### src/rtl/sched_pkg.sv
package sched_pkg;

    // True when no register column of the map has more than one writer.
    function automatic bit map_is_disjoint(input int rules, input int regs,
                                           input logic [63:0] wmap);
        for (int g = 0; g < regs; g++) begin
            int writers;
            writers = 0;
            for (int r = 0; r < rules; r++)
                if (wmap[r*regs + g]) writers++;
            if (writers > 1) return 1'b0;
        end
        return 1'b1;
    endfunction

endpackage

### src/rtl/sched_rotor.sv
module sched_rotor #(
    parameter int NUM_RULES = 4,
    localparam int PW = (NUM_RULES > 1) ? $clog2(NUM_RULES) : 1
) (
    input  logic          clk,
    input  logic          rst_n,
    output logic [PW-1:0] head
);
    localparam logic [PW-1:0] LAST = PW'(NUM_RULES - 1);

    logic [PW-1:0] head_q;
    logic          past_ok;

    // State register: HEAD_k takes ADVANCE on every edge.
    always_ff @(posedge clk or negedge rst_n) begin
        if (!rst_n) head_q <= '0;
        else        head_q <= (head_q == LAST) ? '0 : head_q + 1'b1;
    end

    always_ff @(posedge clk or negedge rst_n) begin
        if (!rst_n) past_ok <= 1'b0;
        else        past_ok <= 1'b1;
    end

    assign head = head_q;

    // the head steps by one and wraps after the last rule
    p_head_step_r6: assert property (@(posedge clk) disable iff (!rst_n)
        past_ok |-> (($past(head_q) == LAST) ? (head_q == '0)
                                             : (head_q == $past(head_q) + 1'b1)));

    p_head_range_r6: assert property (@(posedge clk) disable iff (!rst_n)
        head_q <= LAST);
endmodule

### src/rtl/sched_claim_walk.sv
module sched_claim_walk #(
    parameter int NUM_RULES = 4,
    parameter int NUM_REGS  = 4,
    parameter logic [NUM_RULES*NUM_REGS-1:0] WRITE_MAP = '0,
    localparam int PW = (NUM_RULES > 1) ? $clog2(NUM_RULES) : 1
) (
    input  logic [NUM_RULES-1:0] ready,
    input  logic [PW-1:0]        head,
    output logic [NUM_RULES-1:0] fire
);
    logic [NUM_REGS-1:0] claimed;
    logic [NUM_REGS-1:0] row;
    logic [PW:0]         idx;

    // Walk the rules in priority order, accumulating register claims.
    always_comb begin
        claimed = '0;
        fire    = '0;
        row     = '0;
        idx     = '0;
        for (int k = 0; k < NUM_RULES; k++) begin
            idx = {1'b0, head} + (PW+1)'(k);
            if (idx >= (PW+1)'(NUM_RULES)) idx = idx - (PW+1)'(NUM_RULES);
            row = WRITE_MAP[int'(idx)*NUM_REGS +: NUM_REGS];
            if (ready[idx[PW-1:0]] && ((row & claimed) == '0)) begin
                fire[idx[PW-1:0]] = 1'b1;
                claimed           = claimed | row;
            end
        end
    end
endmodule

### src/rtl/rule_sched.sv
module rule_sched #(
    parameter int NUM_RULES = 4,
    parameter int NUM_REGS  = 4,
    parameter logic [NUM_RULES*NUM_REGS-1:0] WRITE_MAP = 16'h8463,
    localparam int PW = (NUM_RULES > 1) ? $clog2(NUM_RULES) : 1
) (
    input  logic                 clk,
    input  logic                 rst_n,
    input  logic [NUM_RULES-1:0] ready,
    output logic [NUM_RULES-1:0] fire
);
    localparam bit NO_SHARE =
        sched_pkg::map_is_disjoint(NUM_RULES, NUM_REGS, 64'(WRITE_MAP));

    logic [PW-1:0] head;

    sched_rotor #(.NUM_RULES(NUM_RULES)) u_rotor (
        .clk   (clk),
        .rst_n (rst_n),
        .head  (head)
    );

    sched_claim_walk #(
        .NUM_RULES (NUM_RULES),
        .NUM_REGS  (NUM_REGS),
        .WRITE_MAP (WRITE_MAP)
    ) u_walk (
        .ready (ready),
        .head  (head),
        .fire  (fire)
    );

    // Union of registers written by the fired rules, built from the outputs.
    logic [NUM_REGS-1:0] fired_regs;
    always_comb begin
        fired_regs = '0;
        for (int r = 0; r < NUM_RULES; r++)
            if (fire[r]) fired_regs = fired_regs | WRITE_MAP[r*NUM_REGS +: NUM_REGS];
    end

    // a rule with its guard low is never granted
    p_guard_low_r1: assert property (@(posedge clk) disable iff (!rst_n)
        (fire & ~ready) == '0);

    // the head rule wins when it is ready
    p_head_wins_r4: assert property (@(posedge clk) disable iff (!rst_n)
        ready[head] |-> fire[head]);

    generate
        for (genvar g = 0; g < NUM_REGS; g++) begin : g_col
            logic [NUM_RULES-1:0] writers;
            for (genvar r = 0; r < NUM_RULES; r++) begin : g_bit
                assign writers[r] = WRITE_MAP[r*NUM_REGS + g];
            end
            // at most one granted writer per register
            p_one_writer_r2: assert property (@(posedge clk) disable iff (!rst_n)
                $countones(fire & writers) <= 1);
        end

        for (genvar r = 0; r < NUM_RULES; r++) begin : g_rule
            logic [PW:0] wait_cnt;
            always_ff @(posedge clk or negedge rst_n) begin
                if (!rst_n)                   wait_cnt <= '0;
                else if (ready[r] && !fire[r]) wait_cnt <= wait_cnt + 1'b1;
                else                          wait_cnt <= '0;
            end
            // a ready loser collides with some granted rule
            p_blocked_only_r3: assert property (@(posedge clk) disable iff (!rst_n)
                (ready[r] && !fire[r]) |->
                    ((WRITE_MAP[r*NUM_REGS +: NUM_REGS] & fired_regs) != '0));
            // bounded wait for a rule held ready
            p_bounded_wait_r7: assert property (@(posedge clk) disable iff (!rst_n)
                wait_cnt <= (PW+1)'(NUM_RULES - 1));
        end

        if (NO_SHARE) begin : g_free
            // a conflict-free map grants every ready rule
            p_free_pass_r8: assert property (@(posedge clk) disable iff (!rst_n)
                fire == ready);
        end
    endgenerate
endmodule

### config.mk
export PLATFORM = sky130hd
export DESIGN_NAME = rule_sched
export DESIGN_NICKNAME = d
export VERILOG_FILES = /design/src/rtl/sched_pkg.sv /design/src/rtl/sched_rotor.sv /design/src/rtl/sched_claim_walk.sv /design/src/rtl/rule_sched.sv
export SDC_FILE = /design/constraint.sdc
export NUM_CORES = 1
export LEC_CHECK = 0
export BUFFER_PORTS_ARGS = -buffer_cell sky130_fd_sc_hd__buf_2
export CORE_UTILIZATION = 25
export DETAILED_ROUTE_END_ITERATION = 10
export HOLD_SLACK_MARGIN = 0.02
export PLACE_DENSITY = 0.51
export SLEW_MARGIN = 20
export SYNTH_ARGS = -nofsm -noshare
export SYNTH_HDL_FRONTEND = slang
export SYNTH_SLANG_ARGS = --single-unit
### constraint.sdc
create_clock -name clk -period 4.42 [get_ports clk]
set_input_delay 0.442 -clock clk [delete_from_list [all_inputs] [get_ports clk]]
set_output_delay 0.442 -clock clk [all_outputs]
set_load 0.02 [all_outputs]
# Word level (Yosys, flattened, before mapping)
# Cells that the tools add are included.
# classes
n_addsub,8
order_cmp,12
eq_ne,1
n_shift,4
n_mux,28
bitwise_logic,8
reduce_logical,10
# ops
operator,n
16-bit by 6-bit indexed part select with 4-bit output (first input constant),4
4-bit two-way mux,7
4-bit OR,5
4-bit AND,3
4-bit zero test,3
2-bit by 3-bit < comparator with 1-bit output (second input constant),4
3-bit two-way mux,4
3-bit greater-or-equal comparator (second input constant),3
3-bit subtractor (second input constant),3
1-bit binary-select mux with 2-bit select,4
1-bit demux with 2-bit select,4
2-bit by 1-bit greater-or-equal comparator with 1-bit output (second input constant),4
1-bit two-way mux,8
1-bit logical AND,7
2-bit by 2-bit adder with 3-bit output (second input constant),2
2-bit by 1-bit adder with 3-bit output (second input constant),1
2-bit by 3-bit greater-or-equal comparator with 1-bit output (second input constant),1
2-bit by 3-bit subtractor with 3-bit output (second input constant),1
2-bit by 1-bit adder with 2-bit output (second input constant),1
2-bit equality test (second input constant),1
2-bit two-way mux,1
# totals
ff_bits,2
in_bits,6

# Depth between registers and ports, before layout
# logic_depth
ltp_word,17
mapped_depth,10
mapped_depth_nobuf,8

# Cells and area by module
# Synthesis repeated with hierarchy kept, for this count alone.
# unflattened
hier_cells,73
area_unflattened_um2,611.8
# by_module_without_submodules
module,n_inst,cells_per_inst,area_each_um2,seq_area_each_um2
sched_claim_walk,1,69,545.5,0.0
sched_rotor,1,4,66.3,50.0

# Least setup slack after synthesis
# OpenSTA, ideal clock, no wires.
# synth_path
path_kind,register -> output
startpoint,"register u_rotor.head_q[0], in the netlist u_rotor.head[0]"
endpoint,output port fire[2]
arrival_ns,2.576
path_slack_ns,1.402
stages_incl_launch_ff,10
path_buffers,1
path_cell_list,dfrtp_1 -> buf_6 -> inv_2 -> ha_1 -> inv_1 -> a211oi_2 -> o41ai_1 -> a2111oi_2 -> o211ai_1 -> o2111ai_1
# synth_between
elab_chain_cells,17
elab_cells_between_ends,68
classes_between,add/sub (7); order compare (12); shift (4); mux (27); bitwise (8); reduce/logical (10)
# synth_lines
element,line,rtl
from (decl),sched_rotor.sv:11,logic [PW-1:0] head_q;
from (signal assigned),sched_rotor.sv:17,else head_q <= (head_q == LAST) ? '0 : head_q + 1'b1;
"parallel branches: the longest is 16 deep, another holds 2-bit by 1-bit adder with 3-bit output",n/a,
4-bit two-way mux *,sched_claim_walk.sv:25,if (ready[idx[PW-1:0]] && ((row & claimed) == '0)) begin
to (decl),rule_sched.sv:10,output logic [NUM_RULES-1:0] fire
# Every way passes the cells marked *. The select of a mux whose other input is x is not followed.

# Final worst setup path
# Ends and elaborated chain as after synthesis.

==> summary.md <==
| Metric | Value |
|---|---|
| Die Y | approximately 51 µm |
| I/O Pins | 10 |
| Antenna Cells | 0 |
| Leak Pwr | 0.300 nW |
| Worst setup startpoint | u_rotor.head[0] |
| RSZ-0062 raised after global routing | false |
| # Max-Cap Violations | 0 |
| Core footprint | roughly 0.0022 mm² |
| Worst setup path category | reg2out |
| Yosys top cell area share | 10.4% |
| Power density over the cells | roughly 120 mW/mm² |
| Pre-antenna DRT Iters | 4 |
| Via count | 611 |
| Final setup viols | 0 |
| Synthesized area | 599 µm² |
| Filler cells | between 200 and 250 |
| PostCTS Resize Cnt | 0 |
| Ys async rst share | 100% |
| Yosys reg bits | 2 |
| Multi-input logic area | slightly above 500 µm² |
| H-Tree Depth | 1 |
| Crit path depth | 9 |
| Setup slack, reg-to-reg | around 3100 ps |
| Storage element area | 50.0 µm² |
| Fmax | about 0.28 GHz |
| Slowest stage cell, crit path | dfrtp_1 |
| Setup TNS | 0 ps |
| Crit path DAT | 3190 ps |
| Layout cells sized above 1 | between 20% and 30% |
| Count of different cell masters after synthesis | 43 |
| Clk Latency, worst-skew pair | 220 ps |
| Die ar. | between 0.002 and 0.003 mm² |
| Final Cycle Share | between 80% and 90% |
| Post-CTS setup buffer count | 0 |
| Via density per instance | ~5.6 |
| Top post-synthesis cells by count | nand2_1 (9), ha_1 (5), inv_1 (4), nor2_1 (4), nor3_1 (3) |
| Syn. warnings | 0 |
| Largest net degree at the start of global routing | 12 |
| Wire per inst | about 13 µm |
| Gpl congestion | 0.822 |
| CP Cell Sequence | inv_2 > ha_1 > inv_1 > a211oi_2 > o41ai_1 > a2111oi_2 > o211ai_1 > o2111ai_1 > buf_2 |
| CTS tree | done |
| Layout Nets | between 90 and 100 |
| Yosys top cell by area | ha_1 |
| CTS max path bufs | 2 |
| Top_reg_cell synth | dfrtp_1 |
| Initial core utilization | between 20% and 30% |
| Status | finished clean |
| Layout Area Growth over Synthesis | 15.7% |
| Max VDD drop | 108 µV |
| Critical R2R Capture | u_rotor.head[1] |
| Total congestion overflow | 0 |
| EDFF count, synth | 0 |
| Worst r2r src | u_rotor.head[0] |
| Clock Pin Slew Worst Setup and Hold Paths | around 30 ps |
| Hold WC Path Type | in2async |
| # port buffers | 9 |
| Buf/Inv on CP | 3 |
| Die width | around 51 µm |
| Syn nets | slightly above 80 |
| GRT Util Overall | between 10% and 20% |
| Average size of a mapped cell | about 8.3 µm² |
| # rows | 17 |
| CP top delay family | compound AO/OA/AOI/OAI gates |
| Post-synthesis sequential area ratio | approximately 8.4% |
| Critical path launch point type | flop |
| Final ANT Viol Nets | 0 |
| Crit-path max cell delay | just under 600 ps |
| CTS Buf Count | 3 |
| R2R cell count | 2 |
| Post-CTS Hold Fix Bufs | 1 |
| DRT iter0 DRCs | 28 |
| Post-synthesis cell count | 72 |
| Fin. Hold Viols | 0 |
| Pre-CTS setup slack | 1020 ps |
| Global-route wire length before repair | around 2600 µm |
| Max reg flops | 2 |
| Worst Path Max Fanout | 11 |
| Most common cell in the netlist | nand2_1 |
| Largest cells by area after synthesis | ha_1 (10%), dfrtp_1 (8.4%), mux4_2 (7.5%) |
| Slew Limit Headroom | a little under three fifths |
| CTS sink cnt | 2 |
| Clock skew | 1.92 ps |
| Clk Tree Root Cell | clkbuf_4 |
| Worst EP required | around 4000 ps |
| Final WS setup | 784 ps |
| Final wirelength | about 1400 µm |
| Initial antenna violation count | 0 |
| CP Capture Type | output port |
| Post-route DRC | 0 |
| Minimum clock period | 3640 ps |
| Worst slew pin tran | 640 ps |
| Max-slew violation count | 0 |
| DP Wirelength | roughly 1100 µm |
| Vias in the first global route | approximately 600 |
[cell families after synthesis]
| logic type | count (synthesis) | share of synthesized area, % |
|---|---|---|
| compound gates | 27 | 41.5 |
| simple gates | 27 | 24.2 |
| buf+inv | 8 | 6.26 |
| fa+ha+maj | 5 | 10.4 |
| mux | 3 | 9.19 |
| flops | 2 | 8.35 |
[report_power, final]
group | internal, mW | switching (mW)
Combinational | 0.0115 | 0.0143
Sequential | 0.0185 | 0
Clock | 0.0299 | 0.0102
Total | 0.0599 | 0.0245
[worst register-to-register path: cells and delay by family, from the launching register on]
family	cells	cell delay [ps]
buffers and inverters	1	150
flip-flops	1	580
adder cells (fa/ha/maj)	1	430
[worst max path at each step]
stage,to,slack [ps]
floorplan,fire[2],1400
global placement,fire[2],1020
detailed placement,fire[2],1020
CTS,fire[2],780
global route,fire[2],440
finish,fire[2],780
[layout make-up]
type / instances / area share (%)
multi-input cells: 62 / 73.8
repair buffers: 10 / 7.94
flip-flops and latches: 2 / 7.22
well taps: 28 / 5.05
clock buffers: 3 / 3.25
inverters: 5 / 2.71
[metrics by stage]
step	total power, mW	utilization (%)	hold slack (ps)	instances	area [µm²]
3_3_place_gp	0.0436	29.6	229	106	661
4_1_cts	0.0875	31.0	523	110	693
3_5_place_dp	0.0436	29.6	230	106	661
5_1_grt	0.0908	31.0	547	110	693
2_1_floorplan	0.0354	-	146	72	599
6_report	0.0844	31.0	531	110	693
[layer usage]
layer	GRT usage [%]	up-vias	share of wire [%]
met4	6.94	0	0
met5	0	-	0
met1	17.1	289	48
met3	1.79	0	4.0
li1	-	304	-
met2	19.7	18	48
[cells in the final DEF (no fill, tap or decap), types with 2 or more instances in the layout]
cell / n
o21ai_0: 2
inv_1: 4
or2_1: 2
mux4_2: 2
o21a_1: 2
dfrtp_1: 2
nand2_1: 9
ha_1: 5
buf_2: 9
nor2_1: 4
a31o_1: 2
o41ai_1: 2
clkbuf_4: 3
nor3_1: 3
a221oi_1: 2
o211ai_1: 2
Note: power is estimated with default switching activity, not from simulation.
